==> config.mk <==
export PLATFORM = sky130hd
export DESIGN_NAME = dual_mac_unit
export DESIGN_NICKNAME = d
export VERILOG_FILES = /design/src/rtl/dmac_pkg.sv /design/src/rtl/dmac_mul.sv /design/src/rtl/dmac_acc.sv /design/src/rtl/dmac_simd.sv /design/src/rtl/dual_mac_unit.sv
export SDC_FILE = /design/constraint.sdc
export NUM_CORES = 2
export LEC_CHECK = 0
export BUFFER_PORTS_ARGS = -buffer_cell sky130_fd_sc_hd__buf_2
export CORE_UTILIZATION = 40
export CTS_CLUSTER_DIAMETER = 80
export DETAILED_ROUTE_END_ITERATION = 8
export SETUP_SLACK_MARGIN = 0.5
export SLEW_MARGIN = 5
export SYNTH_ARGS = -nofsm -noshare
export SYNTH_HDL_FRONTEND = slang
export SYNTH_SLANG_ARGS = --single-unit
==> constraint.sdc <==
create_clock -name clk -period 19.3 [get_ports clk]
set_clock_uncertainty 0.2 [all_clocks]
set_input_delay 0.965 -clock clk [delete_from_list [all_inputs] [get_ports clk]]
set_output_delay 0.965 -clock clk [all_outputs]
set_load 0.005 [all_outputs]
==> src/rtl/dmac_pkg.sv <==
// Shared opcode and mode types for the dual-lane MAC unit.
package dmac_pkg;

    typedef enum logic [2:0] {
        OP_NOP    = 3'd0,
        OP_MPY16  = 3'd1,
        OP_MAC16  = 3'd2,
        OP_MAC32  = 3'd3,
        OP_ACS    = 3'd4,
        OP_ADDSUB = 3'd5
    } dmac_op_e;

    typedef struct packed {
        logic frac;
        logic sat;
        logic rnd;
    } dmac_mode_t;

endpackage

==> src/rtl/dmac_mul.sv <==
// Product generator. Forms two signed LANE_W x LANE_W lane products and
// one signed 2*LANE_W x 2*LANE_W fused product, applies fractional
// doubling with clamping of the min*min case, and sign-extends each term
// to ACC_W bits. Assumes ACC_W >= 2*LANE_W. Purely combinational.
module dmac_mul #(
    parameter int LANE_W = 16,
    parameter int ACC_W  = 40
) (
    input  logic [LANE_W-1:0] a_lo,
    input  logic [LANE_W-1:0] b_lo,
    input  logic [LANE_W-1:0] a_hi,
    input  logic [LANE_W-1:0] b_hi,
    input  logic              frac,
    input  logic              fuse,
    output logic [ACC_W-1:0]  term_lo,
    output logic [ACC_W-1:0]  term_hi
);
    localparam int PW = 2 * LANE_W;
    localparam int WW = 2 * PW;

    logic [1:0][LANE_W-1:0] a_v, b_v;
    logic [1:0][ACC_W-1:0]  split_t;
    logic signed [PW-1:0]   fa, fb;
    logic signed [WW-1:0]   wp;
    logic [ACC_W-1:0]       fused_t;

    assign a_v = {a_hi, a_lo};
    assign b_v = {b_hi, b_lo};

    for (genvar g = 0; g < 2; g++) begin : g_lane
        logic signed [LANE_W-1:0] sa, sb;
        logic signed [PW-1:0]     p;
        // Lane product with fractional doubling and min*min clamp.
        always_comb begin
            sa = a_v[g];
            sb = b_v[g];
            p  = sa * sb;
            if (frac && a_v[g] == {1'b1, {(LANE_W-1){1'b0}}}
                     && b_v[g] == {1'b1, {(LANE_W-1){1'b0}}})
                p = {1'b0, {(PW-1){1'b1}}};
            else if (frac)
                p = p <<< 1;
            split_t[g] = {{(ACC_W-PW){p[PW-1]}}, p};
        end
    end

    // Fused product; the upper word becomes the accumulation term.
    always_comb begin
        fa = {a_hi, a_lo};
        fb = {b_hi, b_lo};
        wp = fa * fb;
        if (frac && fa == {1'b1, {(PW-1){1'b0}}} && fb == {1'b1, {(PW-1){1'b0}}})
            wp = {1'b0, {(WW-1){1'b1}}};
        else if (frac)
            wp = wp <<< 1;
        fused_t = {{(ACC_W-PW){wp[WW-1]}}, wp[WW-1:PW]};
    end

    assign term_lo = fuse ? fused_t : split_t[0];
    assign term_hi = split_t[1];

endmodule

==> src/rtl/dmac_acc.sv <==
// Accumulation stage for one lane: adds a product term (and rounding
// constant) to the accumulator or to zero, detects 2*LANE_W-bit and
// ACC_W-bit overflow on the exact sum, saturates and rounds.
// Assumes ACC_W > 2*LANE_W. Purely combinational.
module dmac_acc #(
    parameter int LANE_W = 16,
    parameter int ACC_W  = 40
) (
    input  logic [ACC_W-1:0] acc_in,
    input  logic [ACC_W-1:0] term,
    input  logic             acc_en,
    input  logic             sat,
    input  logic             rnd,
    output logic [ACC_W-1:0] res,
    output logic             ovf_n,
    output logic             ovf_w,
    output logic             carry,
    output logic             nonneg
);
    localparam int XW = ACC_W + 2;
    localparam int NW = 2 * LANE_W;
    localparam logic [ACC_W-1:0] NMAX = {{(ACC_W-NW+1){1'b0}}, {(NW-1){1'b1}}};
    localparam logic [ACC_W-1:0] NMIN = {{(ACC_W-NW+1){1'b1}}, {(NW-1){1'b0}}};

    logic [ACC_W-1:0] base, rconst;
    logic [XW-1:0]    exact, usum;

    // Exact signed sum, unsigned carry sum, range checks, clamp and round.
    always_comb begin
        base   = acc_en ? acc_in : '0;
        rconst = rnd ? (ACC_W'(1) << (LANE_W-1)) : '0;
        exact  = {{2{base[ACC_W-1]}}, base} + {{2{term[ACC_W-1]}}, term}
               + {2'b00, rconst};
        usum   = {2'b00, base} + {2'b00, term} + {2'b00, rconst};
        carry  = |usum[XW-1:ACC_W];
        ovf_w  = !((&exact[XW-1:ACC_W-1]) || !(|exact[XW-1:ACC_W-1]));
        ovf_n  = !((&exact[XW-1:NW-1])    || !(|exact[XW-1:NW-1]));
        if (sat && ovf_n) begin
            res = exact[XW-1] ? NMIN : NMAX;
        end else begin
            res = exact[ACC_W-1:0];
            if (rnd) res[LANE_W-1:0] = '0;
        end
        nonneg = !res[ACC_W-1];
    end

endmodule

==> src/rtl/dmac_simd.sv <==
// Non-multiply lane operations: add-compare-select across both lanes and
// parallel add (lane 0) / subtract (lane 1). Results are sign-extended to
// ACC_W bits. Assumes ACC_W > LANE_W. Purely combinational.
module dmac_simd #(
    parameter int LANE_W = 16,
    parameter int ACC_W  = 40
) (
    input  logic [LANE_W-1:0] a_lo,
    input  logic [LANE_W-1:0] b_lo,
    input  logic [LANE_W-1:0] a_hi,
    input  logic [LANE_W-1:0] b_hi,
    output logic [ACC_W-1:0]  acs_res,
    output logic              acs_sel,
    output logic [ACC_W-1:0]  add_res,
    output logic [ACC_W-1:0]  sub_res
);
    localparam int SW = LANE_W + 1;

    logic signed [SW-1:0] s0, s1, d1;

    // Both lane sums, the lane-1 difference, and the select of the larger sum.
    always_comb begin
        s0      = $signed({a_lo[LANE_W-1], a_lo}) + $signed({b_lo[LANE_W-1], b_lo});
        s1      = $signed({a_hi[LANE_W-1], a_hi}) + $signed({b_hi[LANE_W-1], b_hi});
        d1      = $signed({a_hi[LANE_W-1], a_hi}) - $signed({b_hi[LANE_W-1], b_hi});
        acs_sel = s1 > s0;
        acs_res = acs_sel ? {{(ACC_W-SW){s1[SW-1]}}, s1} : {{(ACC_W-SW){s0[SW-1]}}, s0};
        add_res = {{(ACC_W-SW){s0[SW-1]}}, s0};
        sub_res = {{(ACC_W-SW){d1[SW-1]}}, d1};
    end

endmodule

==> src/rtl/dual_mac_unit.sv <==
// Dual-lane multiply-accumulate unit. Decodes the opcode, routes lane or
// fused products through two accumulation stages, and registers the
// accumulators, ACS decision, live flags and sticky overflow flags.
// Assumes a synchronous active-low reset held for at least one edge.
module dual_mac_unit #(
    parameter int LANE_W = 16,
    parameter int ACC_W  = 40
) (
    input  logic              clk,
    input  logic              rst_n,
    input  logic [2:0]        op_code,
    input  logic [LANE_W-1:0] opa_lo,
    input  logic [LANE_W-1:0] opb_lo,
    input  logic [LANE_W-1:0] opa_hi,
    input  logic [LANE_W-1:0] opb_hi,
    input  logic              mode_frac,
    input  logic              mode_sat,
    input  logic              mode_rnd,
    input  logic              sticky_clr,
    output logic [ACC_W-1:0]  acc_lo,
    output logic [ACC_W-1:0]  acc_hi,
    output logic              acs_dec,
    output logic              flag_v,
    output logic              flag_gv,
    output logic              flag_c,
    output logic              flag_ge,
    output logic              sticky_v,
    output logic              sticky_gv
);
    import dmac_pkg::*;

    localparam int NW = 2 * LANE_W;

    dmac_op_e         op_e;
    dmac_mode_t       mode;
    logic             mac_op, split_op, fuse_op;
    logic [ACC_W-1:0] acc_q [2];
    logic [ACC_W-1:0] acc_d [2];
    logic [ACC_W-1:0] term [2];
    logic [ACC_W-1:0] lres [2];
    logic [1:0]       lv, lgv, lc, lge;
    logic             v_now, gv_now, c_now, ge_now;
    logic [ACC_W-1:0] acs_res, add_res, sub_res;
    logic             acs_sel;

    assign op_e     = dmac_op_e'(op_code);
    assign mode     = '{frac: mode_frac, sat: mode_sat, rnd: mode_rnd};
    assign split_op = (op_e == OP_MPY16) || (op_e == OP_MAC16);
    assign fuse_op  = (op_e == OP_MAC32);
    assign mac_op   = split_op || fuse_op;

    dmac_mul #(.LANE_W(LANE_W), .ACC_W(ACC_W)) u_mul (
        .a_lo(opa_lo), .b_lo(opb_lo), .a_hi(opa_hi), .b_hi(opb_hi),
        .frac(mode.frac), .fuse(fuse_op),
        .term_lo(term[0]), .term_hi(term[1])
    );

    for (genvar g = 0; g < 2; g++) begin : g_acc
        dmac_acc #(.LANE_W(LANE_W), .ACC_W(ACC_W)) u_acc (
            .acc_in(acc_q[g]), .term(term[g]),
            .acc_en(op_e != OP_MPY16),
            .sat(mode.sat), .rnd(mode.rnd),
            .res(lres[g]), .ovf_n(lv[g]), .ovf_w(lgv[g]),
            .carry(lc[g]), .nonneg(lge[g])
        );
    end

    dmac_simd #(.LANE_W(LANE_W), .ACC_W(ACC_W)) u_simd (
        .a_lo(opa_lo), .b_lo(opb_lo), .a_hi(opa_hi), .b_hi(opb_hi),
        .acs_res(acs_res), .acs_sel(acs_sel),
        .add_res(add_res), .sub_res(sub_res)
    );

    // Flag values of the current multiply, merged over the active lanes.
    always_comb begin
        v_now  = lv[0]  || (split_op && lv[1]);
        gv_now = lgv[0] || (split_op && lgv[1]);
        c_now  = lc[0]  || (split_op && lc[1]);
        ge_now = lge[0] && (!split_op || lge[1]);
    end

    // Next accumulator values by opcode.
    always_comb begin
        acc_d[0] = acc_q[0];
        acc_d[1] = acc_q[1];
        unique case (op_e)
            OP_MPY16, OP_MAC16: begin
                acc_d[0] = lres[0];
                acc_d[1] = lres[1];
            end
            OP_MAC32:  acc_d[0] = lres[0];
            OP_ACS:    acc_d[0] = acs_res;
            OP_ADDSUB: begin
                acc_d[0] = add_res;
                acc_d[1] = sub_res;
            end
            default: ;
        endcase
    end

    // State registers: accumulators, decision, live and sticky flags.
    always_ff @(posedge clk) begin
        if (!rst_n) begin
            acc_q[0]  <= '0;
            acc_q[1]  <= '0;
            acs_dec   <= 1'b0;
            flag_v    <= 1'b0;
            flag_gv   <= 1'b0;
            flag_c    <= 1'b0;
            flag_ge   <= 1'b0;
            sticky_v  <= 1'b0;
            sticky_gv <= 1'b0;
        end else begin
            acc_q[0] <= acc_d[0];
            acc_q[1] <= acc_d[1];
            if (op_e == OP_ACS) acs_dec <= acs_sel;
            if (mac_op) begin
                flag_v  <= v_now;
                flag_gv <= gv_now;
                flag_c  <= c_now;
                flag_ge <= ge_now;
            end
            sticky_v  <= (sticky_v  && !sticky_clr) || (mac_op && v_now);
            sticky_gv <= (sticky_gv && !sticky_clr) || (mac_op && gv_now);
        end
    end

    assign acc_lo = acc_q[0];
    assign acc_hi = acc_q[1];

    // a 40-bit overflow is also a 32-bit overflow
    p_gv_implies_v_r5: assert property (@(posedge clk) disable iff (!rst_n)
        flag_gv |-> flag_v);

    // non-multiply ops leave the live flags alone
    p_flags_hold_r12: assert property (@(posedge clk) disable iff (!rst_n)
        !mac_op |=> $stable({flag_v, flag_gv, flag_c, flag_ge}));

    // an overflowing multiply always leaves the sticky flag set
    p_sticky_set_r9: assert property (@(posedge clk) disable iff (!rst_n)
        (mac_op && v_now) |=> sticky_v);

    // the sticky flag only rises together with the live flag
    p_sticky_rise_r9: assert property (@(posedge clk) disable iff (!rst_n)
        $rose(sticky_v) |-> flag_v);

    // fused multiply and ACS do not touch the high accumulator
    p_hi_hold_r3: assert property (@(posedge clk) disable iff (!rst_n)
        (op_e == OP_MAC32 || op_e == OP_ACS) |=> $stable(acc_hi));

    // saturated multiplies leave the low accumulator in 32-bit range
    p_sat_range_r6: assert property (@(posedge clk) disable iff (!rst_n)
        (mac_op && mode_sat) |=> ((&acc_lo[ACC_W-1:NW-1]) || !(|acc_lo[ACC_W-1:NW-1])));

    // the decision bit changes only on an ACS op
    p_dec_hold_r10: assert property (@(posedge clk) disable iff (!rst_n)
        (op_e != OP_ACS) |=> $stable(acs_dec));

endmodule

# Word level (Yosys, flattened, before mapping)
# Memories as Yosys holds them, arrays and structs flattened.
# Cells that the tools add are included.
dict set report word_totals {
  regBits 7
  mem_bits_rw 80
  inputBits 73
  out_inout_bits 87
  elab_cells 112
  n_memories 1
}
# memory words width rd rd_clocked_by_memory_dff write_ports line
set mem_list {}
lappend mem_list {acc_q 2 40 2 0 2 dual_mac_unit.sv:37} ;# logic [ACC_W-1:0] acc_q [2];
dict set report op_classes {
  add_sub_neg 11
  multipliers 3
  magnitude_cmp 1
  n_eq_ne 12
  mux 23
  n_bitwise 2
  n_reduce_logical 52
}
# op count
set ops {}
lappend ops {{40-bit two-way mux} 10}
lappend ops {{32-bit two-way mux} 4}
lappend ops {{64-bit two-way mux} 2}
lappend ops {{40-bit by 40-bit adder with 41-bit output} 3}
lappend ops {{40-bit case mux with 3 select lines} 1}
lappend ops {{42-bit by 16-bit adder with 42-bit output} 2}
lappend ops {{42-bit by 40-bit adder with 42-bit output} 2}
lappend ops {{40-bit case mux with 2 select lines} 1}
lappend ops {{16-bit equality test, second input constant} 4}
lappend ops {{32-bit equality test, second input constant} 2}
lappend ops {{16-bit by 16-bit multiplier with 32-bit output} 2}
lappend ops {{32-bit by 32-bit multiplier with 64-bit output} 1}
lappend ops {{16-bit two-way mux} 3}
lappend ops {{40-bit by 32-bit adder with 41-bit output} 1}
lappend ops {{16-bit by 16-bit adder with 17-bit output} 2}
lappend ops {{11-bit AND reduction} 2}
lappend ops {{11-bit OR reduction} 2}
lappend ops {{17-bit > comparator} 1}
lappend ops {{16-bit by 16-bit subtractor with 17-bit output} 1}
lappend ops {{1-bit logical AND} 16}
lappend ops {{1-bit zero test} 12}
lappend ops {{1-bit logical OR} 12}
lappend ops {{3-bit OR reduction} 3}
lappend ops {{3-bit by 2-bit equality test with 1-bit output, second input constant} 2}
lappend ops {{other kinds (7)} 13}

# Logic depth before layout (Yosys ltp)
dict set report depth {
  ltp_word 15
  ltp_mapped 53
  ltp_nobuf 50
}

# Cells and area by module
# A second synthesis with hierarchy kept.
dict set report hier_totals {
  cells_unflattened 8330
  hier_area_um2 71751.3
}
# mod n_inst cells_per_inst area_each_um2 seq_area_each_um2
set modules_own_cells {}
lappend modules_own_cells {dmac_mul 1 5551 50905.1 0.0}
lappend modules_own_cells {dmac_acc 2 854 6244.7 0.0}
lappend modules_own_cells {dual_mac_unit 1 548 4623.2 1741.7}
lappend modules_own_cells {dmac_simd 1 523 3733.6 0.0}

# Worst setup path before layout
# OpenSTA, ideal clock, no wires.
dict set report synth_timing {
  kind {input to register}
  start {in opa_hi[0]}
  end {mem acc_q[0][32]}
  setup_ns 0.119
  arrival_time_ns 13.345
  required_ns 18.981
  path_slack_ns 5.636
  stages 47
  n_path_buf 4
  path_cell_list {clkbuf_1 clkbuf_1 nand2_1 fa_1 fa_1 fa_1 fa_1 inv_1 fa_1 inv_1 fa_1 inv_1 fa_1 fa_1 ha_1 a21oi_1 nand2_1 a2111o_1 [11 not listed] ha_1 o21ai_1 a2111oi_0 o21ai_1 a2111oi_2 o31a_1 buf_4 a2111o_1 nand3_1 or4b_1 or4b_1 xor2_1 o2111ai_1 nor4b_1 a221o_1 nand2_1 clkbuf_1 o221a_2}
}
# element line
set synth_lines {}
lappend synth_lines {{from (decl)} dual_mac_unit.sv:14} ;# input logic [LANE_W-1:0] opa_hi,
lappend synth_lines {{to (decl)} dual_mac_unit.sv:37}

==> impl_metrics.py <==
metrics = {
    "run_status": {
        "status": "completed",
    },
    "die": {
        "ios": 160,
        "die_y_um": 397,
        "initial_core_util": 0.405,
        "die_w_um": 397,
        "rows": 144,
        "core_um2": 155000,
        "die_area_um2": 158000,
    },
    "route": {
        "vias": 49200,
        "drtIter0Drc": 3727,
        "dr.pass1.iters": 5,
        "wl_per_cell_um": 22.5,
        "vias_per_cell": 5.41,
        "wl_um": 205000,
        "drc": 0,
        "drtAntennaViolNets": 0,
    },
    "setup_path": {
        "cp-start-kind": "input port",
        "crit_top_cell": "fa_1",
        "crit_path_end_kind": "register",
        "cp_slowest_stage_delay_ns": 1.08,
        "reg2reg_slack_ns": 11.72,
        "cp_slowest_cell": "o32ai_1",
        "worstPathMaxFanout": 21,
        "critical_path_class": "in -> reg",
        "crit_required_ns": 19.41,
        "cp_data_arrival_time_ns": 17.27,
    },
    "clock_network": {
        "clk_latency_ns": 0.38,
        "clock-root-buffer": "clkbuf_16",
        "htreeDepth": 3,
        "clkSlewWorstSetupHoldPaths_ns": 0.07,
        "post_cts.repair.setup_buffers": 0,
        "clockBufferDepth": 2,
        "cts_tree": "built",
        "numCtsBuffers": 9,
        "postCtsResizedCells": 0,
        "cts_hold_buf": 0,
        "cts_sinks": 87,
    },
    "global_routing": {
        "grt_pass1_wl_um": 320000,
        "grt_max_degree": 75,
        "met1_usage": 0.353,
        "use_met2": 0.448,
        "overflow": 0,
        "met3_usage": 0.0446,
        "top_usage_layer": "met2",
        "antenna_found_initial": 10,
        "grt_use_total": 0.267,
        "grt_pass1_vias": 52700,
    },
    "place": {
        "dp_slack_ns": 2.09,
        "routabilityCongestion": 0.959,
        "port_buffers": 159,
        "dp.cells": 9089,
        "dpl.hpwl_um": 171000,
    },
    "sta": {
        "finalHoldViolations": 0,
        "setup_viol": 0,
        "period_share": 0.889,
        "fin_crit_ns": 17.16,
        "timing.final.ws_setup_ns": 2.14,
        "fmax_ghz": 0.0583,
        "slew_viol_final": 0,
        "tightest_slew_ns": 1.23,
        "final.setup.tns_ns": 0,
        "slew_headroom": 0.159,
        "grt_setup_unrepaired": "false",
    },
    "logic_synthesis": {
        "synth_area_leader_cell": "fa_1",
        "ys_ff_latch": 87,
        "synth_compound_area_frac": 0.102,
        "syn_inst": 7127,
        "yosys.area_share.adder": 0.559,
        "yosys_warnings": 0,
        "yosys-top-cells-area": "fa_1, inv_1, ha_1, nand2_1, and2_1",
        "ys_types": 106,
        "syn-num-nets": 9133,
        "synth-simple-area-share": 0.153,
        "synth_mux_area_frac": 0.00504,
        "synth_top_family_by_area": "adder cells",
        "synthXorXnorAreaFrac": 0.0319,
        "synth_seq_area_share": 0.0278,
        "synth-edff-count": 0,
        "async_flop_share": 0,
        "synth_ff_type": "dfxtp_1",
        "syn_area_per_cell_um2": 8.78,
        "syn_area_um2": 62600,
        "synth_top_area_share": 0.461,
    },
    "cells_and_area": {
        "final_common_cell": "inv_1",
        "finalNonFillerCells": 9108,
        "drive_above_1_share": 0.0449,
        "nets": 9062,
        "syn_to_final_growth_pct": 4.77,
        "layout_common_cells": "inv_1, fa_1, nand2_1",
    },
    "run": {
        "cap_violations": 0,
    },
    "worst_hold_path": {
        "hp-class": "reg -> reg",
    },
}
-- final timing paths --
| path | startpoint | to | cells after the start |
|---|---|---|---|
| hold / removal | flag_v | flag_v | 2 |
| setup / recovery | opb_lo[11] | acc_q[0][16] | 45 |
| hold reg to reg | flag_v | flag_v | 2 |
| setup reg to reg | acc_q[0][0] | acc_q[0][16] | 20 |
-- kinds of logic (layout without fill, tap and decap cells) --
group / count (synthesis) / in the layout
compound gates: 949 / 949
xor+xnor: 226 / 226
fa+ha+maj: 1933 / 1933
buf+inv: 2000 / 1934
flops: 87 / 87
mux: 31 / 31
other cells: 0 / 3
simple gates: 1901 / 1901
-- sequential cells by signal (all words and copies together), names as in the netlist --
register	count
flag_c	1
acc_q	80
acs_dec	1
flag_gv	1
sticky_v	1
flag_ge	1
sticky_gv	1
flag_v	1
-- per-stage QoR --
step	util	hold WS (ns)	area, um2
4_1_cts	0.424	0.254	65500
6_report	0.424	0.252	65500
5_1_grt	0.424	0.289	65500
2_1_floorplan	-	0.248	62600
3_5_place_dp	0.422	0.245	65300
3_3_place_gp	0.422	0.244	65300
-- critical path: cells and delay by family --
kind	cells	cell delay (ns)
AOI/OAI and AO/OA	16	6.44
adders and majority gates	11	4.95
and+or+nand+nor	10	3.29
buffers and inverters	6	1.09
xor gates and xnor gates	2	0.49
-- cells in the mapped netlist (16+ instances only) --
cell type	number
inv_1	1693
fa_1	1441
nand2_1	720
ha_1	492
and2_1	430
clkbuf_1	290
a21oi_1	241
nor2_1	223
o21ai_0	189
xnor2_1	154
nor2b_1	110
dfxtp_1	87
a21o_1	83
nand3_1	70
xor2_1	70
nor3_1	67
nand2b_1	64
o211ai_1	38
and3_1	37
nand4_1	37
nor4_1	35
a211oi_1	31
a31oi_1	31
o21bai_1	31
mux2i_1	27
a22oi_1	26
or3_1	25
o21a_1	24
o22ai_1	20
o31ai_1	20
a311oi_1	17
or2_2	16
-- per-layer routing --
metal	vias to the layer above	share of wire
li1	21800	-
met1	25400	0.41
met2	1781	0.48
met3	302	0.073
met4	6	0.034
met5	-	0.00020
-- final cells by class --
| class | count | area (um2) |
|---|---|---|
| multi-input combinational | 5040 | 53300 |
| inverter | 1695 | 6360 |
| fill | 15500 | 89000 |
| timing repair buffer | 223 | 1280 |
| sequential | 87 | 1740 |
| tap | 2044 | 2560 |
| clock buffer | 10 | 239 |
| antenna | 3 | 7.51 |
| clock inverter | 6 | 51.3 |
Power is left out: the tool's default activity adds up to more than one toggle a clock period on the data nets, which glitch-free logic cannot reach.
